## config.mk

```make
export PLATFORM = sky130hd
export DESIGN_NAME = spi_hdr_slave
export DESIGN_NICKNAME = d
export VERILOG_FILES = /design/src/rtl/spi_hdr_pkg.sv /design/src/rtl/spi_edge_det.sv /design/src/rtl/spi_byte_shift.sv /design/src/rtl/spi_msg_ctrl.sv /design/src/rtl/spi_hdr_slave.sv
export SDC_FILE = /design/constraint.sdc
export NUM_CORES = 1
export LEC_CHECK = 0
export BUFFER_PORTS_ARGS = -buffer_cell sky130_fd_sc_hd__clkbuf_2
export CAP_MARGIN = 0
export CORE_ASPECT_RATIO = 1.2
export CORE_MARGIN = 5
export CORE_UTILIZATION = 50
export CTS_CLUSTER_SIZE = 8
export DETAILED_ROUTE_END_ITERATION = 8
export GPL_ROUTABILITY_DRIVEN = 1
export PLACE_DENSITY = 0.75
export SYNTH_ARGS = -nofsm -noshare
export SYNTH_HDL_FRONTEND = slang
export SYNTH_SLANG_ARGS = --single-unit
```

## constraint.sdc

```tcl
create_clock -name clk -period 1.9 [get_ports clk]
set_clock_uncertainty 0.1 [all_clocks]
set_input_delay 0.57 -clock clk [delete_from_list [all_inputs] [get_ports clk]]
set_output_delay 0.57 -clock clk [all_outputs]
set_load 0.02 [all_outputs]
```

## src/rtl/spi_hdr_pkg.sv

```systemverilog
package spi_hdr_pkg;

  // Message phase of the slave port
  typedef enum logic [1:0] {
    PH_HEADER  = 2'd0,  // collecting the two header bytes
    PH_WAIT    = 2'd1,  // header taken, waiting for parallel acknowledge
    PH_PAYLOAD = 2'd2   // exchanging payload words
  } phase_e;

endpackage

```

## src/rtl/spi_edge_det.sv

```systemverilog
// Registers a vector of already-synchronized inputs and flags rising and
// falling edges, one system clock wide each.
module spi_edge_det #(
  parameter int              N    = 2,
  parameter logic [N-1:0]    IDLE = '0
) (
  input  logic         clk,
  input  logic         rst_n,
  input  logic [N-1:0] din,
  output logic [N-1:0] rise,
  output logic [N-1:0] fall
);

  logic [N-1:0] prev_q;

  always_ff @(posedge clk or negedge rst_n) begin
    if (!rst_n) prev_q <= IDLE;
    else        prev_q <= din;
  end

  always_comb begin
    rise = din & ~prev_q;
    fall = ~din & prev_q;
  end

endmodule

```

## src/rtl/spi_byte_shift.sv

```systemverilog
// One byte transfer: loads on start, samples on rise, shifts out on fall.
module spi_byte_shift #(
  parameter int BYTE_W = 8
) (
  input  logic              clk,
  input  logic              rst_n,
  input  logic              start,
  input  logic              smp,
  input  logic              shf,
  input  logic              sdi,
  input  logic [BYTE_W-1:0] tx_byte,
  output logic              sdo,
  output logic [BYTE_W-1:0] rx_byte,
  output logic              byte_done,
  output logic              busy
);

  localparam int              CNT_W = (BYTE_W > 2) ? $clog2(BYTE_W) : 1;
  localparam logic [CNT_W-1:0] LAST  = CNT_W'(BYTE_W - 1);
  localparam logic [CNT_W-1:0] ONE   = CNT_W'(1);

  logic              act_q,  act_d;
  logic [CNT_W-1:0]  cnt_q,  cnt_d;
  logic [BYTE_W-1:0] rsh_q,  rsh_d;
  logic [BYTE_W-1:0] tsh_q,  tsh_d;
  logic [BYTE_W-1:0] rxb_q,  rxb_d;
  logic              done_q, done_d;

  always_comb begin
    act_d  = act_q;
    cnt_d  = cnt_q;
    rsh_d  = rsh_q;
    tsh_d  = tsh_q;
    rxb_d  = rxb_q;
    done_d = 1'b0;
    if (start) begin
      act_d = 1'b1;
      cnt_d = '0;
      tsh_d = tx_byte;
    end else if (act_q) begin
      if (smp) begin
        rsh_d = {rsh_q[BYTE_W-2:0], sdi};
        cnt_d = cnt_q + ONE;
        if (cnt_q == LAST) begin
          act_d  = 1'b0;
          done_d = 1'b1;
          rxb_d  = {rsh_q[BYTE_W-2:0], sdi};
        end
      end else if (shf) begin
        tsh_d = {tsh_q[BYTE_W-2:0], 1'b0};
      end
    end
  end

  always_ff @(posedge clk or negedge rst_n) begin
    if (!rst_n) begin
      act_q  <= 1'b0;
      cnt_q  <= '0;
      rsh_q  <= '0;
      tsh_q  <= '0;
      rxb_q  <= '0;
      done_q <= 1'b0;
    end else begin
      act_q  <= act_d;
      cnt_q  <= cnt_d;
      rsh_q  <= rsh_d;
      tsh_q  <= tsh_d;
      rxb_q  <= rxb_d;
      done_q <= done_d;
    end
  end

  assign sdo       = act_q & tsh_q[BYTE_W-1];
  assign rx_byte   = rxb_q;
  assign byte_done = done_q;
  assign busy      = act_q;

endmodule

```

## src/rtl/spi_msg_ctrl.sv

```systemverilog
// Message sequencing: header, wait for acknowledge, payload words.
module spi_msg_ctrl
  import spi_hdr_pkg::*;
#(
  parameter int                BYTE_W = 8,
  parameter logic [BYTE_W-1:0] FILL   = '0
) (
  input  logic                  clk,
  input  logic                  rst_n,
  input  logic                  start,
  input  logic                  byte_done,
  input  logic [BYTE_W-1:0]     rx_byte,
  input  logic                  hdr_ack,
  input  logic                  msg_end,
  input  logic [2*BYTE_W-1:0]   tx_word,
  output logic [BYTE_W-1:0]     tx_byte,
  output logic                  tx_pull,
  output logic [2*BYTE_W-1:0]   hdr_word,
  output logic                  hdr_valid,
  output logic [2*BYTE_W-1:0]   rx_word,
  output logic                  rx_valid,
  output logic                  hdr_stat
);

  localparam int WORD_W = 2 * BYTE_W;

  phase_e            ph_q,   ph_d;
  logic              hi_q,   hi_d;
  logic [BYTE_W-1:0] lo_q,   lo_d;
  logic [WORD_W-1:0] txh_q,  txh_d;
  logic [WORD_W-1:0] hdw_q,  hdw_d;
  logic              hdv_q,  hdv_d;
  logic [WORD_W-1:0] rxw_q,  rxw_d;
  logic              rxv_q,  rxv_d;
  logic              stat_q, stat_d;
  logic              pull_q, pull_d;
  logic              take_lo;

  assign take_lo = start && (ph_q == PH_PAYLOAD) && !hi_q;

  always_comb begin
    if (ph_q == PH_PAYLOAD) tx_byte = hi_q ? txh_q[WORD_W-1:BYTE_W] : tx_word[BYTE_W-1:0];
    else                    tx_byte = FILL;
  end

  always_comb begin
    ph_d   = ph_q;
    hi_d   = hi_q;
    lo_d   = lo_q;
    txh_d  = txh_q;
    hdw_d  = hdw_q;
    rxw_d  = rxw_q;
    stat_d = stat_q;
    hdv_d  = 1'b0;
    rxv_d  = 1'b0;
    pull_d = 1'b0;
    if (msg_end) begin
      ph_d   = PH_HEADER;
      hi_d   = 1'b0;
      stat_d = 1'b1;
    end else begin
      if (take_lo) begin
        txh_d  = tx_word;
        pull_d = 1'b1;
      end
      case (ph_q)
        PH_HEADER: begin
          if (byte_done) begin
            if (!hi_q) begin
              lo_d = rx_byte;
              hi_d = 1'b1;
            end else begin
              hdw_d  = {rx_byte, lo_q};
              hdv_d  = 1'b1;
              hi_d   = 1'b0;
              ph_d   = PH_WAIT;
              stat_d = 1'b0;
            end
          end
        end
        PH_WAIT: begin
          if (hdr_ack) begin
            ph_d   = PH_PAYLOAD;
            hi_d   = 1'b0;
            stat_d = 1'b1;
          end
        end
        PH_PAYLOAD: begin
          if (byte_done) begin
            if (!hi_q) begin
              lo_d = rx_byte;
              hi_d = 1'b1;
            end else begin
              rxw_d = {rx_byte, lo_q};
              rxv_d = 1'b1;
              hi_d  = 1'b0;
            end
          end
        end
        default: begin
          ph_d   = PH_HEADER;
          hi_d   = 1'b0;
          stat_d = 1'b1;
        end
      endcase
    end
  end

  always_ff @(posedge clk or negedge rst_n) begin
    if (!rst_n) begin
      ph_q   <= PH_HEADER;
      hi_q   <= 1'b0;
      lo_q   <= '0;
      txh_q  <= '0;
      hdw_q  <= '0;
      hdv_q  <= 1'b0;
      rxw_q  <= '0;
      rxv_q  <= 1'b0;
      stat_q <= 1'b1;
      pull_q <= 1'b0;
    end else begin
      ph_q   <= ph_d;
      hi_q   <= hi_d;
      lo_q   <= lo_d;
      txh_q  <= txh_d;
      hdw_q  <= hdw_d;
      hdv_q  <= hdv_d;
      rxw_q  <= rxw_d;
      rxv_q  <= rxv_d;
      stat_q <= stat_d;
      pull_q <= pull_d;
    end
  end

  assign tx_pull   = pull_q;
  assign hdr_word  = hdw_q;
  assign hdr_valid = hdv_q;
  assign rx_word   = rxw_q;
  assign rx_valid  = rxv_q;
  assign hdr_stat  = stat_q;

endmodule

```

## src/rtl/spi_hdr_slave.sv

```systemverilog
module spi_hdr_slave #(
  parameter int                BYTE_W = 8,
  parameter logic [BYTE_W-1:0] FILL   = '0
) (
  input  logic                clk,
  input  logic                rst_n,
  input  logic                ser_clk,
  input  logic                frame_n,
  input  logic                ser_in,
  output logic                ser_out,
  output logic                hdr_stat,
  output logic [2*BYTE_W-1:0] hdr_word,
  output logic                hdr_valid,
  input  logic                hdr_ack,
  output logic [2*BYTE_W-1:0] rx_word,
  output logic                rx_valid,
  input  logic [2*BYTE_W-1:0] tx_word,
  output logic                tx_pull,
  input  logic                msg_end
);

  localparam int SCK = 0;
  localparam int FRM = 1;

  logic [1:0]        rise, fall;
  logic              sclk_rise, sclk_fall, frm_fall;
  logic              byte_done, busy;
  logic [BYTE_W-1:0] rx_byte, tx_byte;

  spi_edge_det #(.N(2), .IDLE(2'b10)) u_edge (
    .clk  (clk),
    .rst_n(rst_n),
    .din  ({frame_n, ser_clk}),
    .rise (rise),
    .fall (fall)
  );

  assign sclk_rise = rise[SCK];
  assign sclk_fall = fall[SCK];
  assign frm_fall  = fall[FRM];

  spi_byte_shift #(.BYTE_W(BYTE_W)) u_shift (
    .clk      (clk),
    .rst_n    (rst_n),
    .start    (frm_fall),
    .smp      (sclk_rise),
    .shf      (sclk_fall),
    .sdi      (ser_in),
    .tx_byte  (tx_byte),
    .sdo      (ser_out),
    .rx_byte  (rx_byte),
    .byte_done(byte_done),
    .busy     (busy)
  );

  spi_msg_ctrl #(.BYTE_W(BYTE_W), .FILL(FILL)) u_ctrl (
    .clk      (clk),
    .rst_n    (rst_n),
    .start    (frm_fall),
    .byte_done(byte_done),
    .rx_byte  (rx_byte),
    .hdr_ack  (hdr_ack),
    .msg_end  (msg_end),
    .tx_word  (tx_word),
    .tx_byte  (tx_byte),
    .tx_pull  (tx_pull),
    .hdr_word (hdr_word),
    .hdr_valid(hdr_valid),
    .rx_word  (rx_word),
    .rx_valid (rx_valid),
    .hdr_stat (hdr_stat)
  );

endmodule

```

; ---- Yosys cells after proc, flatten, opt, wreduce, memory -nomap -nowiden
; Index checks and enable logic that the tools add are counted.
[word_totals]
reg_bits = 93
elab_cells = 93
[classes]
add_sub_neg = 1
eq_ne = 9
n_mux = 40
bitwise_logic = 8
n_reduce_logical = 18
[ops]
columns = cell, count
row1 = 8-bit two-way mux, 6
row2 = 1-bit two-way mux, 24
row3 = 4-bit AND reduction, 5
row4 = 3-bit two-way mux, 3
row5 = 2-bit two-way mux, 4
row6 = "3-bit inequality test, second input constant", 2
row7 = 2-bit case mux with 3 select lines, 1
row8 = 2-bit AND reduction, 3
row9 = 3-bit AND reduction, 2
row10 = 2-bit nonzero test, 3
row11 = 1-bit NOT, 4
row12 = "3-bit by 1-bit adder with 3-bit output, second input constant", 1
row13 = "3-bit equality test, second input constant", 1
row14 = "3-bit by 1-bit inequality test with 1-bit output, second input constant", 1
row15 = "3-bit by 2-bit inequality test with 1-bit output, second input constant", 1
row16 = 1-bit case mux with 3 select lines, 1
row17 = 1-bit bitwise AND, 2
row18 = 2-bit bitwise AND, 1
row19 = "2-bit by 1-bit equality test with 1-bit output, second input constant", 1
row20 = "2-bit equality test, second input constant", 1
row21 = 1-bit logical AND, 2
row22 = 2-bit zero test, 1
row23 = "2-bit by 1-bit inequality test with 1-bit output, second input constant", 1
row24 = "2-bit inequality test, second input constant", 1
row25 = other kinds (4), 4

; ---- Logic depth before layout (Yosys ltp)
; Gate-level depths: netlist (run 1).
[depth]
word_depth = 6
depth_mapped = 5
mapped_depth_nobuf = 5

; ---- Cells and area by module
; Synthesis (run 1) repeated with hierarchy kept, for this count alone.
[hier_totals]
hier_cells = 249
area_unflattened_um2 = 3545.9
[by_module_without_submodules]
columns = mod, instances, cells_per_inst, area_each_um2, seq_area_each_um2
row1 = spi_msg_ctrl, 1, 145, 2253.4, 1377.6
row2 = spi_byte_shift, 1, 98, 1206.2, 700.7
row3 = spi_edge_det, 1, 6, 86.3, 51.3

; ---- Worst setup path before layout (run 1)
; No wires, ideal clock.
[synth_timing]
path_kind = input -> register
start = input port msg_end
end = register u_ctrl.rxw_q[0] (netlist: u_ctrl.rx_word[0])
setup_time_ns = 0.125
arrival_ns = 1.801
required_time_ns = 1.675
path_slack_ns = -0.126
path_stages = 5
n_path_buf = 3
path_cell_list = buf_2 or4b_1 buf_6 buf_12 mux2_4
[synth_between]
elab_chain_cells = 2
[synth_lines]
columns = element, line_no
row1 = from (decl), spi_hdr_slave.sv:19  ; input logic msg_end
row2 = 1-bit NOT (no line), --
row3 = 4-bit AND reduction (no line), --
row4 = to (signal assigned), spi_msg_ctrl.sv:128  ; rxw_q <= rxw_d;
row5 = to (decl), spi_msg_ctrl.sv:33  ; logic [WORD_W-1:0] rxw_q, rxw_d;
; Every way passes these cells.
; A chain may end at the register's enable or synchronous reset.

; ---- Final worst setup path (run 1)
[layout_timing]
start = register u_shift.cnt_q[0]
end = register u_shift.rxb_q[7] (netlist: u_shift.rx_byte[7])
[layout_between]
elab_chain_cells = 2
[layout_lines]
columns = element, line_no
row1 = from (decl), spi_byte_shift.sv:23  ; logic [CNT_W-1:0] cnt_q, cnt_d;
row2 = from (signal assigned), spi_byte_shift.sv:65  ; cnt_q <= cnt_d;
row3 = 3-bit equality test, spi_byte_shift.sv:44  ; if (cnt_q == LAST) begin
row4 = 4-bit AND reduction (no line), --
row5 = to (signal assigned), spi_byte_shift.sv:68  ; rxb_q <= rxb_d;
row6 = to (decl), spi_byte_shift.sv:26  ; logic [BYTE_W-1:0] rxb_q, rxb_d;
; Every way passes these cells.

==> results of run 1 <==
stage by stage:
step	power (mW)	TNS [ns]
after floorplan	2.16	-0.944
after global placement	2.27	-0.896
after detailed placement	2.29	-1.18
after CTS	3.45	0
after global routing	3.58	0
final	3.40	0
cell families after synthesis:
| family | share of synthesized area, % |
|---|---|
| flops | 61.6 |
| mux | 25.0 |
| simple gates | 5.75 |
| compound gates | 3.94 |
| buf+inv | 2.78 |
| fa+ha+maj | 0.723 |
| xor+xnor | 0.253 |
path summary, 6_finish.rpt:
kind | startpoint | end
max in group asynchronous | rst_n | u_ctrl.hdr_stat
min in group clk | frame_n | u_edge.prev_q[1]
worst max-delay path | u_shift.cnt_q[0] | u_shift.rx_byte[7]
worst max register to register | u_shift.cnt_q[0] | u_shift.rx_byte[7]
worst min register to register | u_ctrl.txh_q[15] | u_ctrl.txh_q[15]
worst min-delay path | rst_n | u_ctrl.hdr_valid
cells in the final DEF (no fill, tap or decap):
master | synthesis | final
xor2_1 | 1 | 1
or4b_1 | 1 | 1
nor2b_1 | 1 | 1
mux2_4 | 9 | 10
nand2_2 | 1 | 1
o21ai_0 | 9 | 9
inv_6 | 0 | 3
nand2b_1 | 1 | 1
buf_4 | 1 | 13
nand3b_1 | 4 | 4
dfstp_2 | 2 | 2
clkinvlp_4 | 0 | 2
and3_1 | 1 | 1
and4bb_2 | 1 | 1
nor3_1 | 3 | 3
mux2_2 | 63 | 62
nor4_4 | 1 | 1
and2_1 | 2 | 2
clkbuf_8 | 0 | 9
mux2i_1 | 2 | 2
ha_1 | 2 | 2
nor2_1 | 6 | 6
dfrtp_1 | 83 | 83
a2bb2oi_1 | 7 | 7
clkbuf_2 | 0 | 58
a21oi_1 | 4 | 4
inv_1 | 3 | 3
a32o_1 | 1 | 1
clkinv_4 | 0 | 2
nand2_1 | 11 | 11
buf_12 | 1 | 4
or3b_1 | 1 | 1
state kept, by name, summed over array words and instances (netlist names):
register           cells
u_ctrl.hdr_word       16
u_ctrl.rx_word        16
u_ctrl.lo_q            8
u_ctrl.txh_q           8
u_shift.rx_byte        8
u_shift.tsh_q          8
u_shift.rsh_q          7
u_shift.cnt_q          3
u_ctrl.ph_q            2
u_edge.prev_q          2
u_ctrl.hdr_stat        1
u_ctrl.hdr_valid       1
u_ctrl.hi_q            1
u_ctrl.rx_valid        1
u_ctrl.tx_pull         1
u_shift.busy           1
u_shift.byte_done      1
cell type report:
class	count	area [um2]	area share (%)
Clock buffer	9	124	2.99
Clock inverter	7	58.8	1.42
Inverter	3	11.3	0.272
Multi-Input combinational cell	132	1240	29.9
Sequential cell	85	2130	51.5
Tap cell	87	109	2.63
Timing Repair Buffer	75	468	11.3
layer usage:
layer	GRT usage (%)	share of wire, %	vias up
li1	-	-	967
met1	19.5	44	1031
met2	24.2	49	44
met3	3.27	4.6	8
met4	7.67	1.9	0
met5	0	0	-
power breakdown:
group	switching (mW)	total [mW]	internal (mW)
clock network	0.669	1.16	0.492
registers	0.0695	1.99	1.92
logic	0.111	0.251	0.140
total	0.850	3.40	2.55
==> impl_metrics.env, run 1 <==
export IMPL_status="finished clean"
export IMPL_cp_common_cell="ha_1"
export IMPL_drive_gt1_share_pct=54.0
export IMPL_critPathMaxStageDelay_ns=0.40
export IMPL_post_cts_setup_buffers=0
export IMPL_cts_buffers=9
export IMPL_antenna_found_initial=0
export IMPL_worstPathCellList="ha_1 > ha_1 > or3b_1 > mux2_2"
export IMPL_syn_nets=257
export IMPL_path_depth=4
export IMPL_crit_required_ns=2.04
export IMPL_syn_mean_instance_area_um2=14.9
export IMPL_dp_hpwl_mm=4.33
export IMPL_final_util_pct=61.1
export IMPL_reg2reg_depth=4
export IMPL_synthTopCellsByArea="dfrtp_1 (60%), mux2_2 (21%), mux2_4 (3.9%)"
export IMPL_synth_edf_count=0
export IMPL_pre_cts_ws_ns=-0.0679
export IMPL_yosys_register_bits=85
export IMPL_synth_common_cells="dfrtp_1 (83), mux2_2 (63), nand2_1 (11), mux2_4 (9), o21ai_0 (9)"
export IMPL_drc=0
export IMPL_grt_pass1_wl_mm=10.2
export IMPL_path_buf_inv=0
export IMPL_initial_core_util_pct=51.1
export IMPL_die_area_mm2=0.00869
export IMPL_worstPathArrival_ns=1.92
export IMPL_critical_path_top_delay_family="adder cells"
export IMPL_place_area_mm2=0.00396
export IMPL_fin_cells=398
export IMPL_syn2layout_area_growth_pct=19.6
export IMPL_synth_top_area_cell="dfrtp_1"
export IMPL_grt_max_degree=30
export IMPL_rsz0062_at_grt="no"
export IMPL_finalHoldViolCount=0
export IMPL_grt_pass1_vias=2120
export IMPL_critical_path_class="reg2reg"
export IMPL_final_area_mm2=0.00414
export IMPL_critPathSlowestCell="dfrtp_1"
export IMPL_fp_dieH_um=101
export IMPL_cts_hold_buf=0
export IMPL_drt_iter0_markers=42
export IMPL_grt_usage_pct=15.1
export IMPL_yosysMostFrequentCell="dfrtp_1"
export IMPL_reg2reg_slack_ns=0.12
export IMPL_hold_class="in2async"
export IMPL_core_mm2=0.00677
export IMPL_htreeDepth=3
export IMPL_die_x_um=85.9
export IMPL_dpl_cell_count=382
export IMPL_port_buffers=59
export IMPL_end_kind="register"
export IMPL_finalSetupViolations=0
export IMPL_vias=2050
export IMPL_tritoncts="done"
export IMPL_finalCritPeriodShare_pct=93.9
export IMPL_synth_warnings=0
export IMPL_slew_violations=0
export IMPL_cp_max_fo=9
export IMPL_vdd_drop_max_mv=0.441
export IMPL_ys_flop_type="dfrtp_1"
export IMPL_drt_first_pass_iters=4
export IMPL_slew_headroom_pct=74.6
export IMPL_num_rows=33
export IMPL_drv_cap=0
export IMPL_ios=60
export IMPL_synth_top_area_share_pct=60.0
export IMPL_synthCells=232
export IMPL_crit_path_start_kind="register"
export IMPL_clock_sinks=85
export IMPL_clk_latency_ns=0.35
export IMPL_tightestPinTransition_ns=0.381
export IMPL_grt_overflow_total=0
export IMPL_antenna_diode_count=0
export IMPL_max_freq_mhz=560
export IMPL_powerDensity_mw_per_mm2=822
export IMPL_cts_clk_slew_worst_paths_ns=0.09
export IMPL_cts_root_buf="clkbuf_8"
export IMPL_gp_congestion=0.728
export IMPL_yosysUniqueCellTypes=31
export IMPL_p_leak_nw=2.16
export IMPL_fin_nets=331
export IMPL_postRouteAntennaNets=0
export IMPL_hold_ws_ns=0.0226
export IMPL_totalWireLength_mm=5.88
export IMPL_timing_final_ws_setup_ns=0.115
export IMPL_cts_resized_gates=0
export IMPL_seq_area_frac_synth_pct=61.6
export IMPL_async_flop_share_pct=100
export IMPL_finalCriticalPeriod_ns=1.78
export IMPL_avgViaCountPerCell=5.15
export IMPL_clockBufferDepth=2
export IMPL_syn_area_mm2=0.00346
export IMPL_wire_per_inst_um=14.8
export IMPL_fillers=542
No activity file was read; power rests on OpenSTA's default activity.
==> inputs of run 2 (changes only) <==
--- a/config.mk
+++ b/config.mk
@@ -9,11 +9,12 @@
 export CAP_MARGIN = 0
 export CORE_ASPECT_RATIO = 1.2
 export CORE_MARGIN = 5
-export CORE_UTILIZATION = 50
+export CORE_UTILIZATION = 52
+export CTS_BUF_LIST = sky130_fd_sc_hd__clkbuf_2
 export CTS_CLUSTER_SIZE = 8
 export DETAILED_ROUTE_END_ITERATION = 8
 export GPL_ROUTABILITY_DRIVEN = 1
-export PLACE_DENSITY = 0.75
+export PLACE_DENSITY = 0.78
 export SYNTH_ARGS = -nofsm -noshare
 export SYNTH_HDL_FRONTEND = slang
 export SYNTH_SLANG_ARGS = --single-unit
==> run 2 against run 1 <==
  * The run now ends with negative setup slack left
  * Die area decreased by 3.4%
  * Combinational power increased by 7%
  * Critical path depth decreased by 3
  * Critical path type is now reg2out
  * Fmax decreased by 7.3%
  * Clock-buffer cell count unchanged
  * Global-route usage increased by 1.8 points
  * Clock power decreased by 14%
==> impl_metrics.env, run 2 (same netlist as run 1, synthesis figures left out) <==
export IMPL_syn2layout_area_growth_pct=23.0
export IMPL_wire_per_inst_um=15.9
export IMPL_final_util_pct=66.0
export IMPL_highest_layer="met4"
export IMPL_core_mm2=0.00645
export IMPL_drt_first_pass_iters=4
export IMPL_cts_buffers=9
export IMPL_postRouteAntennaNets=0
export IMPL_end_kind="output pin"
export IMPL_path_buf_inv=1
export IMPL_cts_root_buf="clkbuf_2"
export IMPL_most_common_layout_cells="dfrtp_1 (83), mux2_2 (62), clkbuf_2 (51)"
export IMPL_fin_nets=341
export IMPL_rsz0062_at_grt="yes"
export IMPL_dp_hpwl_mm=4.69
export IMPL_slew_violations=0
export IMPL_p_leak_nw=2.22
export IMPL_initial_core_util_pct=53.7
export IMPL_vdd_drop_max_mv=0.546
export IMPL_wl_met1_mm=2.88
export IMPL_totalWireLength_mm=6.46
export IMPL_dr_wl_met3_um=254
export IMPL_critical_path_class="reg2out"
export IMPL_crit_path_start_kind="register"
export IMPL_critPathMaxStageDelay_ns=0.61
export IMPL_critPathSlowestCell="dfstp_2"
export IMPL_finalHoldViolCount=0
export IMPL_grt_pass1_wl_mm=11.0
export IMPL_powerDensity_mw_per_mm2=768
export IMPL_drive_gt1_share_pct=54.8
export IMPL_dr_wl_met2_mm=3.24
export IMPL_violations="negative setup slack"
export IMPL_grt_pass1_vias=2215
export IMPL_clock_sinks=85
export IMPL_antenna_found_initial=0
export IMPL_max_freq_mhz=519
export IMPL_grt_usage_pct=16.9
export IMPL_status="finished, violations left"
export IMPL_drc=0
export IMPL_cts_clk_slew_worst_paths_ns=0.25
export IMPL_tritoncts="done"
export IMPL_tightestPinTransition_ns=0.396
export IMPL_port_buffers=59
export IMPL_hold_class="in2reg"
export IMPL_final_area_mm2=0.00425
export IMPL_final_common_cell="dfrtp_1"
export IMPL_grt_max_degree=32
export IMPL_worstPathCellList="buf_8"
export IMPL_worstPathArrival_ns=1.26
export IMPL_antenna_diode_count=0
export IMPL_clockBufferDepth=2
export IMPL_critical_path_top_delay_family="flip-flops"
export IMPL_place_area_mm2=0.00394
export IMPL_cp_max_fo=2
export IMPL_finalSetupViolations=2
export IMPL_dpl_cell_count=382
export IMPL_drt_iter0_markers=79
export IMPL_vias=2063
export IMPL_die_area_mm2=0.00839
export IMPL_fp_dieH_um=99.4
export IMPL_timing_final_ws_setup_ns=-0.0252
export IMPL_num_rows=32
export IMPL_crit_required_ns=1.23
export IMPL_finalCriticalPeriod_ns=1.93
export IMPL_fin_cells=406
export IMPL_grt_overflow_total=0
export IMPL_gp_congestion=0.774
export IMPL_slew_headroom_pct=73.6
export IMPL_finalCritPeriodShare_pct=101
export IMPL_avgViaCountPerCell=5.08
export IMPL_tns_ns=-0.0297
export IMPL_ios=60
export IMPL_htreeDepth=3
export IMPL_clk_latency_ns=0.53
export IMPL_die_x_um=84.5
export IMPL_drv_cap=0
## run 2: area by class of cell
type | instances | area, um2
Fill cell | 476 | 2190
Sequential cell | 85 | 2130
Multi-Input combinational cell | 132 | 1240
Timing Repair Buffer | 85 | 633
Tap cell | 85 | 106
Clock inverter | 7 | 88.8
Clock buffer | 9 | 45.0
Inverter | 3 | 11.3
## run 2: final timing paths
path                               startpoint                  to  cells past startpoint  slack, ns
max                           u_ctrl.hdr_stat            hdr_stat                      1      -0.03
min                               tx_word[15]    u_ctrl.txh_q[15]                      2       0.15
max reg2reg                 u_shift.byte_done  u_ctrl.rx_word[10]                      4       0.14
min reg2reg                u_ctrl.hdr_word[3]  u_ctrl.hdr_word[3]                      1       0.44
max in group asynchronous               rst_n      u_ctrl.lo_q[0]                      3       0.77
min in group asynchronous               rst_n   u_ctrl.rx_word[8]                      2       0.36
## run 2: repair_timing
| action | 4_1_cts | 5_1_grt |
|---|---|---|
| resized for setup | 5 | 44 |
| endpoints found under the hold margin | 27 | 1 |
| buffers inserted | 1 | 4 |
| setup endpoints to repair | 2 | 17 |
| hold buffers | 2 | 1 |
## run 2: per-stage QoR
stage / hold WS (ns) / setup slack (ns) / power [mW]
after floorplan: 0.174 / -0.105 / 2.16
after global placement: 0.383 / -0.0450 / 2.26
after detailed placement: 0.393 / -0.0700 / 2.29
after CTS: 0.0113 / -0.0750 / 3.30
after global routing: 0.110 / -0.102 / 3.44
final: 0.153 / -0.0252 / 3.27
## run 2: metal layers
metal | vias to the layer above | GRT usage, %
met3 | 8 | 3.73
met2 | 33 | 27.2
met5 | - | 0
met1 | 1028 | 22.3
li1 | 994 | -
met4 | 0 | 6.94
## run 2: report_power, final
| group | internal [mW] | switching [mW] | total [mW] |
|---|---|---|---|
| Sequential | 1.92 | 0.0735 | 2.00 |
| Clock | 0.335 | 0.666 | 1.00 |
| Combinational | 0.153 | 0.116 | 0.269 |
==> inputs of run 3 (changes only) <==
--- a/config.mk
+++ b/config.mk
@@ -14,6 +14,7 @@
 export CTS_CLUSTER_SIZE = 8
 export DETAILED_ROUTE_END_ITERATION = 8
 export GPL_ROUTABILITY_DRIVEN = 1
+export MAX_ROUTING_LAYER = met4
 export PLACE_DENSITY = 0.78
 export SYNTH_ARGS = -nofsm -noshare
 export SYNTH_HDL_FRONTEND = slang
==> run 3 against run 2 <==
  * The flow still finishes with violations (negative setup slack)
  * Setup slack better by 0.0077 ns
  * Cell area is 0.15% higher
  * Cell count stayed put
  * Highest routed layer unchanged
==> impl_metrics.env, run 3 (same netlist as run 1, synthesis figures left out) <==
export IMPL_status="finished, violations left"
export IMPL_violations="negative setup slack"
export IMPL_most_common_layout_cells="dfrtp_1 (83), mux2_2 (62), clkbuf_2 (50)"
export IMPL_dpl_cell_count=382
export IMPL_end_kind="output pin"
export IMPL_drt_first_pass_iters=4
export IMPL_initial_core_util_pct=53.7
export IMPL_fillers=476
export IMPL_grt_overflow_total=0
export IMPL_grt_pass1_vias=2209
export IMPL_fin_nets=341
export IMPL_slew_headroom_pct=73.9
export IMPL_critical_path_top_delay_family="flip-flops"
export IMPL_gp_congestion=0.784
export IMPL_antenna_found_initial=0
export IMPL_die_area_mm2=0.00839
export IMPL_dp_hpwl_mm=4.69
export IMPL_hold_class="in2reg"
export IMPL_timing_final_ws_setup_ns=-0.0174
export IMPL_p_switching_uw=853
export IMPL_final_common_cell="dfrtp_1"
export IMPL_p_leak_nw=2.22
export IMPL_vdd_drop_max_mv=0.546
export IMPL_cts_buffers=9
export IMPL_drive_gt1_share_pct=54.8
export IMPL_finalCritPeriodShare_pct=101
export IMPL_vias=2061
export IMPL_rsz0062_at_grt="yes"
export IMPL_antenna_diode_count=0
export IMPL_num_rows=32
export IMPL_cp_max_fo=2
export IMPL_tritoncts="done"
export IMPL_drv_cap=0
export IMPL_finalSetupViolations=2
export IMPL_ios=60
export IMPL_slew_violations=0
export IMPL_powerDensity_mw_per_mm2=766
export IMPL_wire_per_inst_um=15.9
export IMPL_finalCriticalPeriod_ns=1.92
export IMPL_finalHoldViolCount=0
export IMPL_htreeDepth=3
export IMPL_port_buffers=59
export IMPL_grt_usage_pct=17.4
export IMPL_critPathMaxStageDelay_ns=0.61
export IMPL_tightestPinTransition_ns=0.392
export IMPL_clkPwrFrac_pct=30.6
export IMPL_grt_max_degree=32
export IMPL_core_mm2=0.00645
export IMPL_worstPathCellList="buf_8"
export IMPL_path_buf_inv=1
export IMPL_tns_ns=-0.0235
export IMPL_critical_path_class="reg2out"
export IMPL_critPathSlowestCell="dfstp_2"
export IMPL_fin_cells=406
export IMPL_clk_latency_ns=0.53
export IMPL_crit_path_start_kind="register"
export IMPL_cts_root_buf="clkbuf_2"
export IMPL_cts_clk_slew_worst_paths_ns=0.24
export IMPL_worstPathArrival_ns=1.25
export IMPL_fp_dieH_um=99.4
export IMPL_seq_power_share_pct=61.2
export IMPL_max_freq_mhz=522
export IMPL_totalWireLength_mm=6.44
export IMPL_postRouteAntennaNets=0
export IMPL_clockBufferDepth=2
export IMPL_drt_iter0_markers=73
export IMPL_reg2reg_slack_ns=0.14
export IMPL_syn2layout_area_growth_pct=23.1
export IMPL_hold_ws_ns=0.151
export IMPL_comb_power_share_pct=8.2
export IMPL_avgViaCountPerCell=5.08
export IMPL_swShare_pct=26.2
export IMPL_crit_required_ns=1.23
export IMPL_clock_sinks=85
export IMPL_drc=0
export IMPL_grt_pass1_wl_mm=11.1
export IMPL_die_x_um=84.5
export IMPL_internal_power_mw=2.41
==> run 3: changes by cell type in the layout (fill, tap and decap cells not counted), sizes merged <==
| cell | delta |
|---|---|
| clkbuf | -1 |
| buf | +1 |
==> run 3: through the flow <==
stage	utilization, %	total power [mW]	setup slack [ns]	instance area (um2)
2_1_floorplan	-	2.16	-0.105	3480
3_3_place_gp	61.2	2.26	-0.0450	3940
3_5_place_dp	61.2	2.29	-0.0700	3940
4_1_cts	64.0	3.30	-0.0750	4120
5_1_grt	66.1	3.44	-0.102	4260
6_report	66.1	3.26	-0.0174	4260
==> run 3: layout make-up <==
class	instances	area (um2)	share of cell area, %
sequential	85	2130	50.0
multi-input combinational	132	1240	29.1
timing repair buffer	85	639	15.0
tap	85	106	2.50
clock inverter	7	88.8	2.09
clock buffer	9	45.0	1.06
inverter	3	11.3	0.264
==> run 3: power by group through the flow <==
stage | logic (mW) | registers (mW) | clock network, mW
after CTS | 0.272 | 1.99 | 1.04
final | 0.269 | 2.00 | 0.998
after global placement | 0.245 | 2.02 | 0
after global routing | 0.303 | 2.01 | 1.12
after detailed placement | 0.259 | 2.03 | 0
after floorplan | 0.156 | 2.00 | 0
==> run 3: layer usage <==
metal | routed length [um] | GRT usage, %
met5 | 0 | -
met4 | 80 | 6.94
met3 | 240 | 3.65
met2 | 3260 | 27.3
met1 | 2860 | 22.3
==> run 3: final timing paths <==
check                                    from            endpoint  cells after the start
min in group asynchronous               rst_n    u_shift.rsh_q[2]                      2
min                               tx_word[15]    u_ctrl.txh_q[15]                      2
max reg2reg                 u_shift.byte_done  u_ctrl.rx_word[10]                      4
max                           u_ctrl.hdr_stat            hdr_stat                      1
min reg2reg                u_ctrl.hdr_word[3]  u_ctrl.hdr_word[3]                      1
max in group asynchronous               rst_n  u_shift.rx_byte[4]                      3
==> run 3: what timing repair did <==
item	4_1_cts	5_1_grt
hold buffers	2	1
buffers inserted	1	4
endpoints found under the hold margin	27	1
setup endpoints to repair	2	18
gates resized for setup	5	47
